**config.mk**
```make
export PLATFORM = sky130hd
export DESIGN_NAME = msg_spi_master
export DESIGN_NICKNAME = d
export VERILOG_FILES = /design/src/rtl/msp_pkg.sv /design/src/rtl/msp_bytebuf.sv /design/src/rtl/msp_clkdiv.sv /design/src/rtl/msp_shift.sv /design/src/rtl/msg_spi_master.sv
export SDC_FILE = /design/constraint.sdc
export NUM_CORES = 1
export LEC_CHECK = 0
export BUFFER_PORTS_ARGS = -buffer_cell sky130_fd_sc_hd__buf_2
export CORE_ASPECT_RATIO = 1.5
export CORE_MARGIN = 3
export CORE_UTILIZATION = 40
export CTS_CLUSTER_DIAMETER = 30
export DETAILED_ROUTE_END_ITERATION = 7
export PLACE_DENSITY_LB_ADDON = 0.08
export SKIP_CTS_REPAIR_TIMING = 1
export SLEW_MARGIN = 20
export SYNTH_ARGS = -nofsm -noshare
export SYNTH_HDL_FRONTEND = slang
export SYNTH_SLANG_ARGS = --single-unit
```
**constraint.sdc**
```tcl
create_clock -name clk -period 3.3 [get_ports clk]
set_input_delay 0.495 -clock clk [delete_from_list [all_inputs] [get_ports clk]]
set_output_delay 0.495 -clock clk [all_outputs]
set_load 0.05 [all_outputs]
```
**src/rtl/msp_pkg.sv**
```systemverilog
package msp_pkg;

    localparam int BUS_W    = 11;
    localparam int MAX_RATE = 6;
    localparam int DIV_W    = MAX_RATE;

    localparam logic [3:0] START_OP = 4'h1;

    localparam logic [2:0] REG_CFG  = 3'd0;
    localparam logic [2:0] REG_LEN  = 3'd1;
    localparam logic [2:0] REG_KIND = 3'd2;
    localparam logic [2:0] REG_CMD  = 3'd3;
    localparam logic [2:0] REG_STAT = 3'd4;
    localparam logic [2:0] REG_MASK = 3'd5;

    localparam logic [1:0] WIN_REG = 2'd0;
    localparam logic [1:0] WIN_TX  = 2'd1;
    localparam logic [1:0] WIN_RX  = 2'd2;

    typedef enum logic [1:0] {
        KIND_FDX  = 2'd0,
        KIND_HRD  = 2'd1,
        KIND_HWR  = 2'd2,
        KIND_HWR3 = 2'd3
    } msg_kind_e;

    typedef enum logic [1:0] {
        ST_IDLE,
        ST_LOAD,
        ST_WAIT,
        ST_FIN
    } seq_state_e;

    typedef struct packed {
        logic       cpha;
        logic       cpol;
        logic [2:0] rate;
    } spi_cfg_t;

    function automatic logic [2:0] eff_rate(input logic [2:0] sel);
        return (sel > 3'(MAX_RATE)) ? 3'(MAX_RATE) : sel;
    endfunction

    function automatic logic kind_stores(input msg_kind_e k);
        return (k == KIND_FDX) || (k == KIND_HRD);
    endfunction

endpackage

```
**src/rtl/msp_bytebuf.sv**
```systemverilog
module msp_bytebuf #(
    parameter int DEPTH = 64,
    localparam int AW = $clog2(DEPTH)
) (
    input  logic          clk,
    input  logic          we,
    input  logic [AW-1:0] waddr,
    input  logic [7:0]    wdata,
    input  logic [AW-1:0] raddr,
    output logic [7:0]    rdata
);
    logic [7:0] mem [DEPTH];

    always_ff @(posedge clk) begin
        if (we) mem[waddr] <= wdata;
    end

    assign rdata = mem[raddr];
endmodule

```
**src/rtl/msp_clkdiv.sv**
```systemverilog
module msp_clkdiv
    import msp_pkg::*;
(
    input  logic       clk,
    input  logic       rst,
    input  logic       run,
    input  logic       restart,
    input  logic [2:0] sel,
    output logic       tick
);
    logic [DIV_W-1:0] cnt;
    logic [DIV_W-1:0] last;

    assign last = DIV_W'((7'd1 << eff_rate(sel)) - 7'd1);
    assign tick = run && (cnt == last);

    always_ff @(posedge clk) begin
        if (rst || restart || !run) cnt <= '0;
        else if (cnt == last)       cnt <= '0;
        else                        cnt <= cnt + 1'b1;
    end

    // above the fastest rate, ticks never come on consecutive cycles
    a_r8_tick_spacing: assert property (@(posedge clk) disable iff (rst)
        (tick && eff_rate(sel) != 3'd0) |=> !tick);
endmodule

```
**src/rtl/msp_shift.sv**
```systemverilog
module msp_shift (
    input  logic       clk,
    input  logic       rst,
    input  logic       load,
    input  logic [7:0] tx_byte,
    input  logic       cpha,
    input  logic       tick,
    input  logic       miso,
    output logic       active,
    output logic       ph,
    output logic       mosi,
    output logic [7:0] rx_byte,
    output logic       done
);
    logic [7:0] sh;
    logic [3:0] ecnt;
    logic       lead;

    assign lead = ~ph;

    always_ff @(posedge clk) begin
        if (rst) begin
            active  <= 1'b0;
            ph      <= 1'b0;
            ecnt    <= '0;
            sh      <= '0;
            rx_byte <= '0;
            mosi    <= 1'b0;
            done    <= 1'b0;
        end else begin
            done <= 1'b0;
            if (load) begin
                active <= 1'b1;
                ph     <= 1'b0;
                ecnt   <= '0;
                if (!cpha) begin
                    mosi <= tx_byte[7];
                    sh   <= {tx_byte[6:0], 1'b0};
                end else begin
                    sh   <= tx_byte;
                end
            end else if (active && tick) begin
                ph   <= ~ph;
                ecnt <= ecnt + 1'b1;
                if (lead ^ cpha) begin
                    rx_byte <= {rx_byte[6:0], miso};
                end else begin
                    mosi <= sh[7];
                    sh   <= {sh[6:0], 1'b0};
                end
                if (ecnt == 4'd15) begin
                    active <= 1'b0;
                    done   <= 1'b1;
                end
            end
        end
    end

    // the clock phase is back at its idle level whenever no byte is in flight
    a_r9_phase_home: assert property (@(posedge clk) disable iff (rst)
        (!active && !load) |-> (ph == 1'b0));
    // a byte completes only out of an active shift
    a_r3_done_from_active: assert property (@(posedge clk) disable iff (rst)
        done |-> $past(active));
endmodule

```
**src/rtl/msg_spi_master.sv**
```systemverilog
module msg_spi_master
    import msp_pkg::*;
#(
    parameter int DEPTH = 64,
    parameter int NCS   = 8,
    localparam int IDX_W = $clog2(DEPTH),
    localparam int LEN_W = $clog2(DEPTH + 1),
    localparam int TOT_W = LEN_W + 1,
    localparam int AW    = IDX_W + 2
) (
    input  logic             clk,
    input  logic             rst,
    input  logic             wr_en,
    input  logic [AW-1:0]    addr,
    input  logic [BUS_W-1:0] wdata,
    output logic [BUS_W-1:0] rdata,
    output logic             irq,
    output logic             sclk,
    output logic             mosi,
    input  logic             miso,
    output logic [NCS-1:0]   cs_n
);
    // register window decode
    logic [1:0]       win;
    logic [2:0]       off3;
    logic [IDX_W-1:0] boff;
    logic             reg_we, cmd_wr, start_req, start_ok;

    assign win    = addr[AW-1:AW-2];
    assign off3   = addr[2:0];
    assign boff   = addr[IDX_W-1:0];
    assign reg_we = wr_en && (win == WIN_REG);
    assign cmd_wr = reg_we && (off3 == REG_CMD);
    assign start_req = cmd_wr && (wdata[3:0] == START_OP);

    spi_cfg_t     cfg_q, cfg_l;
    logic [LEN_W-1:0] len_q;
    msg_kind_e    kind_q;
    logic         mask_q, done_q;

    seq_state_e   st;
    logic [3:0]   cur_p;
    logic [2:0]   cur_dev;
    msg_kind_e    cur_kind;
    logic [TOT_W-1:0] cur_total, idx, rxp, tot_w;

    logic [3:0]   cmd_prep;
    logic [2:0]   cmd_dev;
    logic         busy, cs_act, in_msg, hrd_phase, store;

    assign cmd_prep = wdata[7:4];
    assign cmd_dev  = wdata[10:8];
    assign tot_w    = TOT_W'(len_q) + TOT_W'(cmd_prep);
    assign start_ok = start_req && (st == ST_IDLE) && (tot_w != '0)
                      && (tot_w <= TOT_W'(DEPTH));

    assign busy      = (st != ST_IDLE);
    assign cs_act    = (st == ST_LOAD) || (st == ST_WAIT);
    assign in_msg    = (idx >= TOT_W'(cur_p));
    assign hrd_phase = in_msg && (cur_kind == KIND_HRD);
    assign store     = in_msg && kind_stores(cur_kind);

    // shifter and clock engine
    logic       sh_active, sh_ph, sh_mosi, sh_done, tick;
    logic [7:0] sh_rx, tx_rd, rx_rd, sh_tx;

    assign sh_tx = hrd_phase ? 8'h00 : tx_rd;

    msp_clkdiv u_div (
        .clk     (clk),
        .rst     (rst),
        .run     (sh_active),
        .restart (st == ST_LOAD),
        .sel     (cfg_l.rate),
        .tick    (tick)
    );

    msp_shift u_shift (
        .clk     (clk),
        .rst     (rst),
        .load    (st == ST_LOAD),
        .tx_byte (sh_tx),
        .cpha    (cfg_l.cpha),
        .tick    (tick),
        .miso    (miso),
        .active  (sh_active),
        .ph      (sh_ph),
        .mosi    (sh_mosi),
        .rx_byte (sh_rx),
        .done    (sh_done)
    );

    msp_bytebuf #(.DEPTH(DEPTH)) u_txbuf (
        .clk   (clk),
        .we    (wr_en && (win == WIN_TX)),
        .waddr (boff),
        .wdata (wdata[7:0]),
        .raddr (idx[IDX_W-1:0]),
        .rdata (tx_rd)
    );

    logic rx_we;
    assign rx_we = (st == ST_WAIT) && sh_done && store;

    msp_bytebuf #(.DEPTH(DEPTH)) u_rxbuf (
        .clk   (clk),
        .we    (rx_we),
        .waddr (rxp[IDX_W-1:0]),
        .wdata (sh_rx),
        .raddr (boff),
        .rdata (rx_rd)
    );

    // software-visible registers
    always_ff @(posedge clk) begin
        if (rst) begin
            cfg_q  <= '0;
            len_q  <= '0;
            kind_q <= KIND_FDX;
            mask_q <= 1'b0;
            done_q <= 1'b0;
        end else begin
            if (reg_we) begin
                case (off3)
                    REG_CFG:  cfg_q  <= spi_cfg_t'(wdata[4:0]);
                    REG_LEN:  len_q  <= wdata[LEN_W-1:0];
                    REG_KIND: kind_q <= msg_kind_e'(wdata[1:0]);
                    REG_MASK: mask_q <= wdata[0];
                    default: ;
                endcase
            end
            if (st == ST_FIN)
                done_q <= 1'b1;
            else if (reg_we && (off3 == REG_STAT) && wdata[0])
                done_q <= 1'b0;
        end
    end

    // command sequencer
    always_ff @(posedge clk) begin
        if (rst) begin
            st        <= ST_IDLE;
            cfg_l     <= '0;
            cur_p     <= '0;
            cur_dev   <= '0;
            cur_kind  <= KIND_FDX;
            cur_total <= '0;
            idx       <= '0;
            rxp       <= '0;
        end else begin
            case (st)
                ST_IDLE: begin
                    cfg_l <= cfg_q;
                    if (start_ok) begin
                        st        <= ST_LOAD;
                        cur_p     <= cmd_prep;
                        cur_dev   <= cmd_dev;
                        cur_kind  <= kind_q;
                        cur_total <= tot_w;
                        idx       <= '0;
                        rxp       <= '0;
                    end
                end
                ST_LOAD: st <= ST_WAIT;
                ST_WAIT: begin
                    if (sh_done) begin
                        idx <= idx + 1'b1;
                        if (store) rxp <= rxp + 1'b1;
                        st <= (idx + 1'b1 == cur_total) ? ST_FIN : ST_LOAD;
                    end
                end
                default: st <= ST_IDLE;
            endcase
        end
    end

    // pins
    assign sclk = cfg_l.cpol ^ sh_ph;
    assign mosi = cs_act && !hrd_phase && sh_mosi;
    assign irq  = done_q && mask_q;

    for (genvar g = 0; g < NCS; g++) begin : g_cs
        assign cs_n[g] = ~(cs_act && (cur_dev == 3'(g)));
    end

    always_comb begin
        rdata = '0;
        case (win)
            WIN_REG: begin
                case (off3)
                    REG_CFG:  rdata = BUS_W'(cfg_q);
                    REG_LEN:  rdata = BUS_W'(len_q);
                    REG_KIND: rdata = BUS_W'(kind_q);
                    REG_STAT: rdata = BUS_W'({busy, done_q});
                    REG_MASK: rdata = BUS_W'(mask_q);
                    default:  rdata = '0;
                endcase
            end
            WIN_RX:  rdata = BUS_W'(rx_rd);
            default: rdata = '0;
        endcase
    end

    // at most one chip select is low at a time
    a_r7_cs_onehot: assert property (@(posedge clk) disable iff (rst)
        $onehot0(~cs_n));
    // no chip select is low while the sequencer is idle
    a_r7_cs_idle_high: assert property (@(posedge clk) disable iff (rst)
        (st == ST_IDLE) |-> (&cs_n));
    // a start written while busy leaves the selected device untouched
    a_r11_busy_start_ignored: assert property (@(posedge clk) disable iff (rst)
        (busy && start_req) |=> $stable(cur_dev));
    // the done flag rises only out of the closing state
    a_r10_done_after_cmd: assert property (@(posedge clk) disable iff (rst)
        $rose(done_q) |-> $past(st == ST_FIN));
    // a start with an illegal total does not leave idle
    a_r12_reject_total: assert property (@(posedge clk) disable iff (rst)
        (start_req && (st == ST_IDLE) && !start_ok) |=> (st == ST_IDLE));
endmodule

```
==> impl_summary.md, run 1 <==
Drt
The average wire per cell in the routed design is 28.2 um. For this run, design rule violations remaining after detail routing come to 0. For this run, the detailed router's first-pass iteration total came to 7. The initial detailed-routing violation count is roughly 2000. The number of nets with antenna violations after routing is 0. The total length of routed wires is 123 mm. The via density per instance is 5.51. The via count is roughly 24000.

Layout
The sequential cells in the finished layout cover a total of 32600 sq um. The multi-input combinational cells in the finished layout cover a total of 11400 sq um. 0 antenna diodes ended up in the layout. Cells with a size suffix above 1 make up about a third of the layout. The area growth from synthesis to layout is 23.0%. The filler cell count in the final layout is 9042. The number of nets in the finished design is 2834.

Floorplanning
In this run the core area contains approximately 150 standard-cell rows. The initial core utilization is 40.3%. The floorplan die width is 278 um. The floorplan die area is between 100000 and 150000 sq um. For this design the top-level I/O count stands at 45. The die extent in y is 414 um. The region available for standard cell placement spans around 110000 sq um.

GRT
The first global-routing pass estimated roughly 180 mm of wire. For this run, the total global-route usage over all layers was measured as 21.6%. The number of antenna violations at the first check in global routing was 2.

Summed over all layers, the global routing overflow is 0. The pin count of the biggest net entering global routing is 68. The via count of the first global-routing pass is 25300.

Logic synthesis
After synthesis, the cell types taking the most area are edfxtp_1 (69%), mux4_2 (14%), dfxtp_1 (4.1%). The number of enable flip-flop cells after synthesis is 1024. The share of synthesized flip-flops with an asynchronous set or reset is 0%. For this run, the leading register cell type out of synthesis is edfxtp_1. A synthesized cell averages approximately 19 sq um. The share of synthesized area in the top cell type comes to approximately 69%. The gate count of the mapped netlist is 2384. For this run, the register share of the synthesized area comes to approximately 73%.

The biggest area consumer among synthesized cells is edfxtp_1. The count of synthesis-stage warnings from yosys is 0. The area of the mapped netlist is 44500 sq um. The register bit total from synthesis is 1114.

Yosys mapped the design onto 72 distinct sky130hd cell types.

Timing
The number of endpoints failing setup at the final stage is 6. Hold is met by 0.0574 ns. The peak clock frequency supported by timing is 283 MHz. The setup slack of the critical path after layout is -0.227 ns. Setup repair after global routing could not meet its margin everywhere. Of the available clock period, the critical path in the final layout requires 107%. The largest clock skew in the final design is 0.0231 ns.

The post-layout minimum cycle time is ~3.5 ns. The worst-margin pin slew is 1.08 ns. The number of hold-slack violations in the final timing report is 0. The final-report max-slew violation count is 0. The worst slew margin relative to its limit is 27.5%.

Critical path
The worst register-to-register path has a setup slack of about 0.23 ns. The cell seen most often among critical-path stages is mux4_2. Along the worst path, the maximum fanout reaches 1. The endpoint required time on the critical path is 2.80 ns. At the worst endpoint, the arrival time is 3.03 ns.

The element type at the critical path end is an output pin. Following the worst setup path forward leads to its endpoint at rdata[4]. By startpoint and endpoint, the worst setup path is classified as flop to output pin. The path depth of the worst reg2reg path is 6. The critical path runs through a total of 6 cells. The launching instance or port of the critical path is u_rxbuf.mem[19][4]$_DFFE_PP_. Counting both buffers and inverters, the worst setup path holds a total of 1. On the critical path the largest part of the delay comes from multiplexers. The worst setup path is launched from a flop. In this design, the stage delay of the slowest critical-path cell is 0.54 ns. Traced cell by cell, the critical path runs through mux4_2, mux4_2, mux2_2, a221oi_2, o22ai_2, buf_6.

Among all stages on the critical path, the largest delay is contributed by mux4_2. The endpoint identified for the worst register-to-register timing path is u_shift.sh[6]$_SDFFE_PP0P_.

Run
Across the run, the number of max-cap violations was 0.

Clocking
The H-tree depth reported by CTS is 4. The tree is rooted in a clkbuf_16. The maximum root-to-sink buffer count is 3. The count of clock tree sinks is 1114.

Clock latency on the worst-skew pair, taken at its later pin, is 0.77 ns. Clock-pin slew was measured on the worst setup and hold paths at 0.06 ns. The clock tree from TritonCTS is yes. The CTS buffer count is between 150 and 200.

Outcome
The run finished, with violations left. The final reports fail on negative setup slack.

Power and ir drop
The static leakage is 18.1 nW. For this design the ratio of total power to cell area is approximately 630 nW/um^2. The worst supply voltage drop on vdd is 0.459 mV.

After layout, the design draws a total of between 30 and 40 mW.

Placed design
Input and output buffers added on the ports amount to between 40 and 50. The final RePlAce weighted congestion is 0.873. The setup slack at placement is -0.380 ns.

The detailed-placement wirelength estimate is 84.8 mm.

Hold path
The critical hold path startpoint is wdata[10]. The path class of the lowest-slack min-delay path is input port to flop.
-- synthesized netlist by cell type (3+ instances only) --
cell and n:
a211oi_1 9, a21o_1 9, a21oi_1 72, a221o_1 3
a221oi_1 24, a22oi_1 20, and2_1 4, and3_1 5
buf_1 12, buf_2 46, buf_4 14, buf_6 3
clkbuf_1 62, dfxtp_1 90, edfxtp_1 1024, ha_1 16
inv_1 24, mux2_2 3, mux2i_1 103, mux4_2 267
nand2_1 101, nand2b_1 14, nand3_1 55, nand3b_1 8
nand4_1 6, nand4b_1 4, nor2_1 195, nor2b_1 15
nor3_1 7, nor3b_1 5, nor4_1 7, o21ai_0 34
o21ai_1 4, o22ai_1 26, o31ai_1 6, or3_1 13
or4_1 6, xnor2_1 14, xor2_1 13
-- final cells by class --
class / count / area share (%)
Sequential cell: 1114 / 59.6
Multi-Input combinational cell: 1110 / 20.8
Clock buffer: 180 / 7.69
Timing Repair Buffer: 378 / 5.73
Tap cell: 1434 / 3.28
Clock inverter: 130 / 2.71
Inverter: 25 / 0.183
-- worst reg2reg max path, cell delays in order, from the launching register on --
cell and delay, ns:
dfxtp_4 0.62, buf_12 0.28, mux4_2 0.59, mux4_2 0.59, mux4_2 0.58, a22oi_1 0.20
o21ai_1 0.10
-- worst min path at each step --
stage | to | cells after the start | slack [ns]
6_report | cur_dev[2]$_SDFFE_PP0P_ | 3 | 0.06
4_1_cts | u_shift.rx_byte[0]$_SDFFE_PP0P_ | 3 | -0.09
3_5_place_dp | cur_p[0]$_SDFFE_PP0P_ | 2 | 0.45
5_1_grt | cur_dev[2]$_SDFFE_PP0P_ | 3 | 0.03
2_1_floorplan | cur_p[1]$_SDFFE_PP0P_ | 2 | 0.43
3_3_place_gp | cur_p[3]$_SDFFE_PP0P_ | 2 | 0.44
-- routing by layer --
metal / GRT usage (%) / part of all wire [%] / vias to the layer above
met2: 40.2 / 55 / 643
met3: 3.87 / 4.3 / 210
met1: 24.4 / 37 / 12700
met4: 8.34 / 3.7 / 2
met5: 0 / 0.0089 / -
li1: - / - / 10500
-- metrics by stage --
step | TNS [ns] | util, % | instances | instance area (sq um)
after floorplan | 0 | - | 2386 | 44500
after global placement | -30.52 | 44.1 | 4050 | 48600
after detailed placement | -3.09 | 44.1 | 4051 | 48600
after CTS | -3.58 | 49.3 | 4361 | 54300
after global routing | -1.54 | 49.6 | 4371 | 54700
final | -0.673 | 49.6 | 4371 | 54700
-- cell usage in the layout, fill, tap and decap left out, types with 24 or more instances in the layout --
cell type     n
clkbuf_16   167
buf_4       311
nand2_1     101
a21oi_1      68
inv_6        24
mux2i_1      98
buf_2        30
nand3_1      55
o21ai_0      34
dfxtp_1      78
mux4_2      267
nor2_1      194
edfxtp_1   1024
-- flip-flops by register name (all words and copies together), names as in the netlist, 2 cells and up, named ones only --
name	cells
u_txbuf.mem	512
cfg_l	5
kind_q	2
idx	8
cur_dev	3
u_div.cnt	6
cur_kind	2
u_shift.rx_byte	8
cur_total	8
u_shift.ecnt	4
len_q	7
u_rxbuf.mem	512
cfg_q	5
st	2
u_shift.sh	8
cur_p	4
rxp	6
-- cell families (layout without fill, tap and decap cells) --
kind of cell | Yosys count | in the layout | share of synthesized area [%]
fa+ha+maj | 17 | 17 | 0.495
flops | 1114 | 1114 | 73.2
compound gates | 235 | 235 | 3.46
xor+xnor | 27 | 27 | 0.532
buf+inv | 162 | 713 | 1.67
other cells | 1 | 3 | 0.00844
mux | 375 | 375 | 16.0
simple gates | 453 | 453 | 4.64
-- report_power, final --
| part | switching [mW] | total [mW] | internal [mW] |
|---|---|---|---|
| Sequential | 0.0613 | 15.4 | 15.4 |
| Combinational | 0.852 | 1.40 | 0.552 |
| Clock | 6.86 | 17.7 | 10.8 |
| Total | 7.77 | 34.5 | 26.8 |
Note: power is estimated with default switching activity, not from simulation.
==> inputs of run 2 (changes only) <==
- SYNTH_HIERARCHICAL: default -> 1
==> impl_summary.md, run 2 <==
Outcome
Outcome: finished with violations (unchanged). Violated checks: negative setup slack (unchanged).

Placed design
The area of placed instances came to 49000 sq um (was 48600 sq um). The final RePlAce weighted congestion is 0.824 (was 0.873). The placed cell count is 4140 (was 4051). The detailed-placement wirelength estimate came to 81.5 mm (was 84.8 mm). The number of I/O port buffers is 41 (unchanged).

Logic synthesis
The share of synthesized flip-flops with an asynchronous set or reset was 0% (unchanged). The primary flip-flop cell chosen by synthesis mapping is edfxtp_1 (unchanged). The register bit total from synthesis is 1108 (was 1114). The gate count of the mapped netlist is 2480 (was 2384). The fraction of the yosys area taken by sequential cells is 71.8% (was 73.2%).

The fraction of synthesized cell area taken by the top area cell type is 68.1% (was 69.2%). The biggest area consumer among synthesized cells is edfxtp_1 (unchanged). The mean area per synthesized cell is 18.2 sq um (was 18.6 sq um). The area of the mapped netlist is 45200 sq um (was 44500 sq um). Synth top cells by count: edfxtp_1 (1024), mux4_2 (252), nor2_1 (229) (was edfxtp_1 (1024), mux4_2 (267), nor2_1 (195)). The number of enable flip-flop cells after synthesis is 1024 (unchanged). The number of library cell types mapped by synthesis is 92 (was 72). The cell with the most instances after synthesis is edfxtp_1 (unchanged). The count of synthesis-stage warnings from yosys is 6 (was 0).

Biggest area contributors in the synthesized netlist: edfxtp_1 (68%), mux4_2 (13%), dfxtp_1 (3.7%) (was edfxtp_1 (69%), mux4_2 (14%), dfxtp_1 (4.1%)).

Critical path
The element type at the critical path end is an output pin (unchanged). The startpoint kind of the worst setup timing path is a flop (unchanged). The path depth of the worst reg2reg path is 11 (was 6).

The endpoint required time on the critical path came to 2.80 ns (about the same). The arrival time of data at the critical path endpoint came to 3.05 ns (was 3.03 ns). The start-to-end type of the worst setup path is flop to output pin (unchanged). The maximum fanout encountered on the critical timing path was 1 (unchanged).

Floorplanning
The die extent in y is 418 um (was 414 um). The floorplan die width is 280 um (was 278 um). The core region area is 112000 sq um (was 110000 sq um).

The I/O pin count is 45 (unchanged). The floorplan die area is 117000 sq um (was 115000 sq um). The cell row count is 150 (was 149). The initial core utilization was 40.4% (was 40.3%).

Power and ir drop
The static leakage came to 18.2 nW (was 18.1 nW). The internal power summed over all cells is 27.1 mW (was 26.8 mW). The share of total power in sequential cells is 43.7% (was 44.7%).

The worst supply voltage drop on vdd is 0.615 mV (was 0.459 mV). The switching power summed over all nets is 7.96 mW (was 7.77 mW). The relative contribution of the clock network to total power came to 51.4% (was 51.2%). The share of total power consumed by net switching is 22.7% (was 22.5%). The relative contribution of combinational cells to total power is 4.8% (was 4.1%). The areal power density over the cells is 635 nW/um^2 (was 631 nW/um^2).

Clocking
The clock latency of the later-clocked register in the worst-skew pair is 0.78 ns (was 0.77 ns). The buffer cell driving the clock tree root is clkbuf_16 (unchanged). The count of clock tree sinks was 1108 (was 1114). The maximum root-to-sink buffer count was 3 (unchanged).

The CTS buffer count was 173 (was 165). The clock tree from TritonCTS is yes (unchanged). The H-tree depth reported by CTS is 4 (unchanged).

The clock-pin slew reported for the worst setup and hold paths after clock tree synthesis is 0.05 ns (was 0.06 ns).

Layout
The fraction of final layout cells with drive strength greater than 1 is 33.2% (was 33.4%). The commonest non-fill, non-tap cell in the layout is edfxtp_1 (unchanged). The final non-filler cell area is 55300 sq um (was 54700 sq um). The area growth from synthesis to layout came to 22.4% (was 23.0%).

Most used cells in the layout excluding fill and tap cells: edfxtp_1 (1024), buf_4 (295), mux4_2 (252) (was edfxtp_1 (1024), buf_4 (311), mux4_2 (267)). The number of non-filler instances in the completed layout is 4475 (was 4371). The number of nets in the finished design was 2922 (was 2834). Largest registers: u_rxbuf/mem x512, u_txbuf/mem x512 (was u_rxbuf.mem x512, u_txbuf.mem x512).

Drt
The average wire per cell in the routed design is 27.3 um (was 28.2 um). The number of nets with antenna violations after routing is 0 (unchanged). The via density per instance is 5.54 (was 5.51).

The via count is 24800 (was 24100). The total length of routed wires is 122 mm (was 123 mm). The number of remaining DRC errors is 0 (unchanged).

The initial detailed-routing violation count is 1801 (was 1989). The number of detailed-route iterations in the first pass is 5 (was 7).

GRT
The pin count of the biggest net entering global routing was 70 (was 68). The via count of the first global-routing pass is 26300 (was 25300). The global route total overflow is 0 (unchanged).

The number of antenna violations at the first check in global routing was 3 (was 2). The wire length of the first global-routing pass is 179 mm (about the same). The global-route usage over all layers was 21.1% (was 21.6%).

Timing
The fraction of the cycle the final worst path needs came to 107% (about the same). The setup slack of the critical path after layout was -0.245 ns (was -0.227 ns). The post-layout minimum cycle time came to 3.55 ns (was 3.53 ns). Unrepaired setup endpoints after global routing: true (unchanged). The worst-margin pin slew is 1.02 ns (was 1.08 ns). The tightest hold margin was 0.0946 ns (was 0.0574 ns). The final-report max-slew violation count is 0 (unchanged). The peak clock frequency supported by timing is 282 MHz (was 283 MHz). The number of hold-slack violations in the final timing report is 0 (unchanged). The worst slew margin relative to its limit is 32.0% (was 27.5%).

The largest clock skew in the final design was 0.0246 ns (was 0.0231 ns). The number of endpoints failing setup at the final stage was 6 (unchanged).

Hold path
The number of cells on the worst hold path is 1 (was 3). The path class of the lowest-slack min-delay path is input port to flop (unchanged).

Run
The number of max-capacitance violations reported came to 0 (unchanged).
## run 2: cell types whose count changed after synthesis, sizes merged, moves of 15 or more
cell | before | now
mux4 | 267 | 252
nor2 | 196 | 229
nor2b | 15 | 46
mux2 | 4 | 31
mux2i | 104 | 79
o221ai | 1 | 17
a21oi | 74 | 56
## run 2: kinds of logic (layout without fill, tap and decap cells)
logic type	after synthesis	after routing	synth area share [%]
compound gates	256	256	4.13
xor+xnor	26	26	0.537
fa+ha+maj	18	18	0.515
buf+inv	159	707	2.12
flops	1108	1108	71.8
mux	362	362	15.1
other cells	1	4	0.00830
simple gates	550	550	5.81
## run 2: routing by layer
metal  share of wire [%]  global-route usage (%)
met1                  38                    24.8
met2                  55                    39.1
met3                 3.7                    3.10
met4                 3.6                    7.68
met5                   0                       0
## run 2: cell type report
class / count / area (sq um)
Timing Repair Buffer: 363 / 3040
Fill cell: 9317 / 56600
Multi-Input combinational cell: 1215 / 12000
Inverter: 20 / 75.1
Clock inverter: 132 / 1400
Sequential cell: 1108 / 32500
Antenna cell: 1 / 2.50
Clock buffer: 192 / 4470
Tap cell: 1444 / 1810
## run 2: path summary, 6_finish.rpt
| kind | startpoint | end | slack (ns) |
|---|---|---|---|
| max | u_rxbuf/mem[2][0]$_DFFE_PP_ | rdata[0] | -0.25 |
| max reg2reg | idx[1]$_SDFFE_PP0P_ | u_shift/sh[7]$_SDFFE_PP0P_ | 0.06 |
| min | wdata[7] | u_txbuf/mem[26][7]$_DFFE_PP_ | 0.09 |
| min reg2reg | cur_kind[0]$_SDFFE_PP0P_ | cur_kind[0]$_SDFFE_PP0P_ | 0.45 |
## run 2: worst max-delay path, cell delays in order, from the launching register on
cell       delay [ns]
edfxtp_1         0.40
mux4_2           0.50
mux4_2           0.59
nor2_4           0.14
nor3_2           0.05
o2bb2ai_1        0.16
a21oi_2          0.21
nor2_1           0.08
buf_6            0.16
## run 2: power by group through the flow
stage               Sequential [mW]  Combinational, mW  Clock [mW]
detailed placement             15.6               1.67           0
floorplan                      15.6               1.01           0
finish                         15.4               1.70        18.0
global placement               15.6               1.65           0
CTS                            15.4               1.68        18.4
global route                   15.4               1.83        19.1
## run 2: metrics by stage
stage	setup TNS (ns)	setup WS, ns	total power, mW	util [%]
6_report	-0.700	-0.245	35.1	49.4
4_1_cts	-3.99	-0.639	35.5	49.1
5_1_grt	-1.54	-0.335	36.2	49.4
3_5_place_dp	-1.38	-0.243	17.3	43.8
3_3_place_gp	-1.51	-0.344	17.3	43.8
2_1_floorplan	0	0.0655	16.6	-
==> inputs of run 3 (changes only) <==
- clock period: 3.3 -> 3.1 ns (I/O delays scaled with it)
==> impl_summary.md, run 3 (synthesis gave the netlist of run 2 again) <==
Outcome
Outcome: finished with violations (unchanged). Violated checks: negative setup slack (unchanged).

Timing
The number of endpoints failing setup at the final stage is 9 (was 6). The largest clock skew in the final design was 0.0280 ns (was 0.0246 ns). The total negative setup slack came to -1.92 ns (was -0.700 ns).

The worst slew margin relative to its limit came to 32.7% (was 32.0%). For this run, the top clock speed supported by timing is 295 MHz. The fraction of the cycle the final worst path needs is 109%. The setup slack of the critical path after layout is -0.285 ns (was -0.245 ns). The tightest hold margin was 0.191 ns (was 0.0946 ns). The final-report max-slew violation count is 0 (unchanged). The worst-margin pin slew came to 1.01 ns (was 1.02 ns). The number of hold-slack violations in the final timing report is 0 (unchanged). The post-layout minimum cycle time is 3.39 ns. Unrepaired setup endpoints after global routing: true (unchanged).

Layout
Most used cells in the layout excluding fill and tap cells: edfxtp_1 (1024), buf_4 (344), mux4_2 (252) (was edfxtp_1 (1024), buf_4 (295), mux4_2 (252)). The final non-filler cell area was 55600 sq um (was 55300 sq um). The area growth from synthesis to layout is 23.2% (was 22.4%). The commonest non-fill, non-tap cell in the layout is edfxtp_1 (unchanged). The fraction of final layout cells with drive strength greater than 1 is 34.7% (was 33.2%). The utilization after layout is 49.7% (was 49.4%). The number of nets in the finished design is 2972 (was 2922).

Largest registers: u_rxbuf/mem x512, u_txbuf/mem x512 (unchanged). The final antenna diode count came to 0 (was 1). The number of non-filler instances in the completed layout came to 4520 (was 4475).

Drt
The average wire per cell in the routed design is 26.6 um (was 27.3 um). The number of nets with antenna violations after routing is 0 (unchanged). The initial detailed-routing violation count is 1712 (was 1801). The via count is 24900 (was 24800). The number of detailed-route iterations in the first pass is 5 (unchanged). The total length of routed wires is 120 mm (was 122 mm). The number of remaining DRC errors is 0 (unchanged).

The via density per instance is 5.52 (was 5.54).

Clocking
The H-tree depth reported by CTS is 4 (unchanged). The maximum root-to-sink buffer count was 3 (unchanged). The clock-pin slew reported for the worst setup and hold paths after clock tree synthesis was 0.06 ns (was 0.05 ns).

The clock latency of the later-clocked register in the worst-skew pair is 0.78 ns (about the same). The clock tree from TritonCTS is yes (unchanged). The count of clock tree sinks came to 1108 (unchanged). The CTS buffer count is 170 (was 173).

The buffer cell driving the clock tree root was clkbuf_16 (unchanged).

Run
The number of max-capacitance violations reported is 0 (unchanged).

Placed design
The detailed-placement wirelength estimate is 81.9 mm (was 81.5 mm). The final RePlAce weighted congestion is 0.840 (was 0.824). The setup slack at placement came to -0.342 ns (was -0.243 ns). The area of placed instances is 49400 sq um (was 49000 sq um).

The number of I/O port buffers is 41 (unchanged). The placed cell count is 4191 (was 4140).

Critical path
The endpoint required time on the critical path is 2.63 ns (was 2.80 ns). The maximum single-stage delay on the critical path was 0.51 ns (was 0.59 ns). The start-to-end type of the worst setup path is flop to output pin (unchanged). The critical path's slowest cell is mux4_2 (unchanged). Critical-path cell list: mux4_2, mux4_2, nor2_2, nor3_1, o2bb2ai_1, a21oi_2, nor2_2, buf_6 (was mux4_2, mux4_2, nor2_4, nor3_2, o2bb2ai_1, a21oi_2, nor2_1, buf_6). The element type at the critical path end is an output pin (unchanged). The startpoint kind of the worst setup timing path is a flop (unchanged). The arrival time of data at the critical path endpoint is 2.92 ns (was 3.05 ns).

The maximum fanout encountered on the critical timing path was 1 (unchanged).

Floorplanning
The die extent in y is 418 um (unchanged). The initial core utilization is 40.4% (unchanged). The floorplan die width is 280 um (unchanged). The floorplan die area was 117000 sq um (unchanged). The cell row count is 150 (unchanged). The core region area is 112000 sq um (unchanged). The I/O pin count came to 45 (unchanged).

Hold path
The path class of the lowest-slack min-delay path is input port to flop (unchanged).

GRT
The number of antenna violations at the first check in global routing is 2 (was 3). The global route total overflow is 0 (unchanged). The wire length of the first global-routing pass is 178 mm (was 179 mm). The pin count of the biggest net entering global routing was 68 (was 70). The via count of the first global-routing pass came to 26500 (was 26300). The global-route usage over all layers was 20.9% (was 21.1%).

Power and ir drop
The areal power density over the cells is 670 nW/um^2 (was 635 nW/um^2). The total power consumption of the routed design is 37.3 mW (was 35.1 mW). The static leakage came to 18.5 nW (was 18.2 nW). The worst supply voltage drop on vdd is 0.506 mV (was 0.615 mV).
-- run 3: cell types whose count changed in the layout (fill, tap and decap cells not counted), sizes merged --
cell,before,now
clkbuf,192,186
buf,359,412
diode,1,0
inv,53,60
clkinv,67,58
bufinv,16,17
-- run 3: final timing paths --
kind | slack, ns | cells past startpoint | startpoint | to
worst max-delay path | -0.29 | 8 | u_rxbuf/mem[12][0]$_DFFE_PP_ | rdata[0]
worst min-delay path | 0.19 | 2 | rst | u_shift/sh[0]$_SDFFE_PP0P_
worst max register to register | 0.07 | 12 | idx[0]$_SDFFE_PP0P_ | u_shift/sh[7]$_SDFFE_PP0P_
worst min register to register | 0.45 | 2 | cur_kind[0]$_SDFFE_PP0P_ | cur_kind[0]$_SDFFE_PP0P_
-- run 3: final cells by class --
type                    instances  area, sq um
fillers                      9336        56200
flip-flops and latches       1108        32500
multi-input cells            1215        12000
clock buffers                 186         4400
repair buffers                416         3450
well taps                    1444         1810
clock inverters               131         1440
inverters                      20         75.1
-- run 3: layer usage --
metal | track usage (%) | vias to the layer above | routed length (um)
met1 | 23.7 | 13100 | 44700
met5 | 0 | - | 13
li1 | - | 11000 | -
met2 | 39.2 | 627 | 66800
met3 | 3.37 | 204 | 4730
met4 | 7.66 | 2 | 4030
-- run 3: power by group --
part           switching (mW)  total (mW)  internal (mW)  leakage (nW)
registers              0.0600        16.3           16.3          10.0
clock network            7.22        19.1           11.9          2.83
logic                    1.13        1.84          0.712          5.60
total                    8.42        37.3           28.9          18.5
-- run 3: critical path: cells and delay by family (launching register included) --
kind | cells | cell delay [ns]
mux | 2 | 0.99
flops | 1 | 0.40
compound gates | 2 | 0.37
simple gates | 3 | 0.24
buf+inv | 1 | 0.15
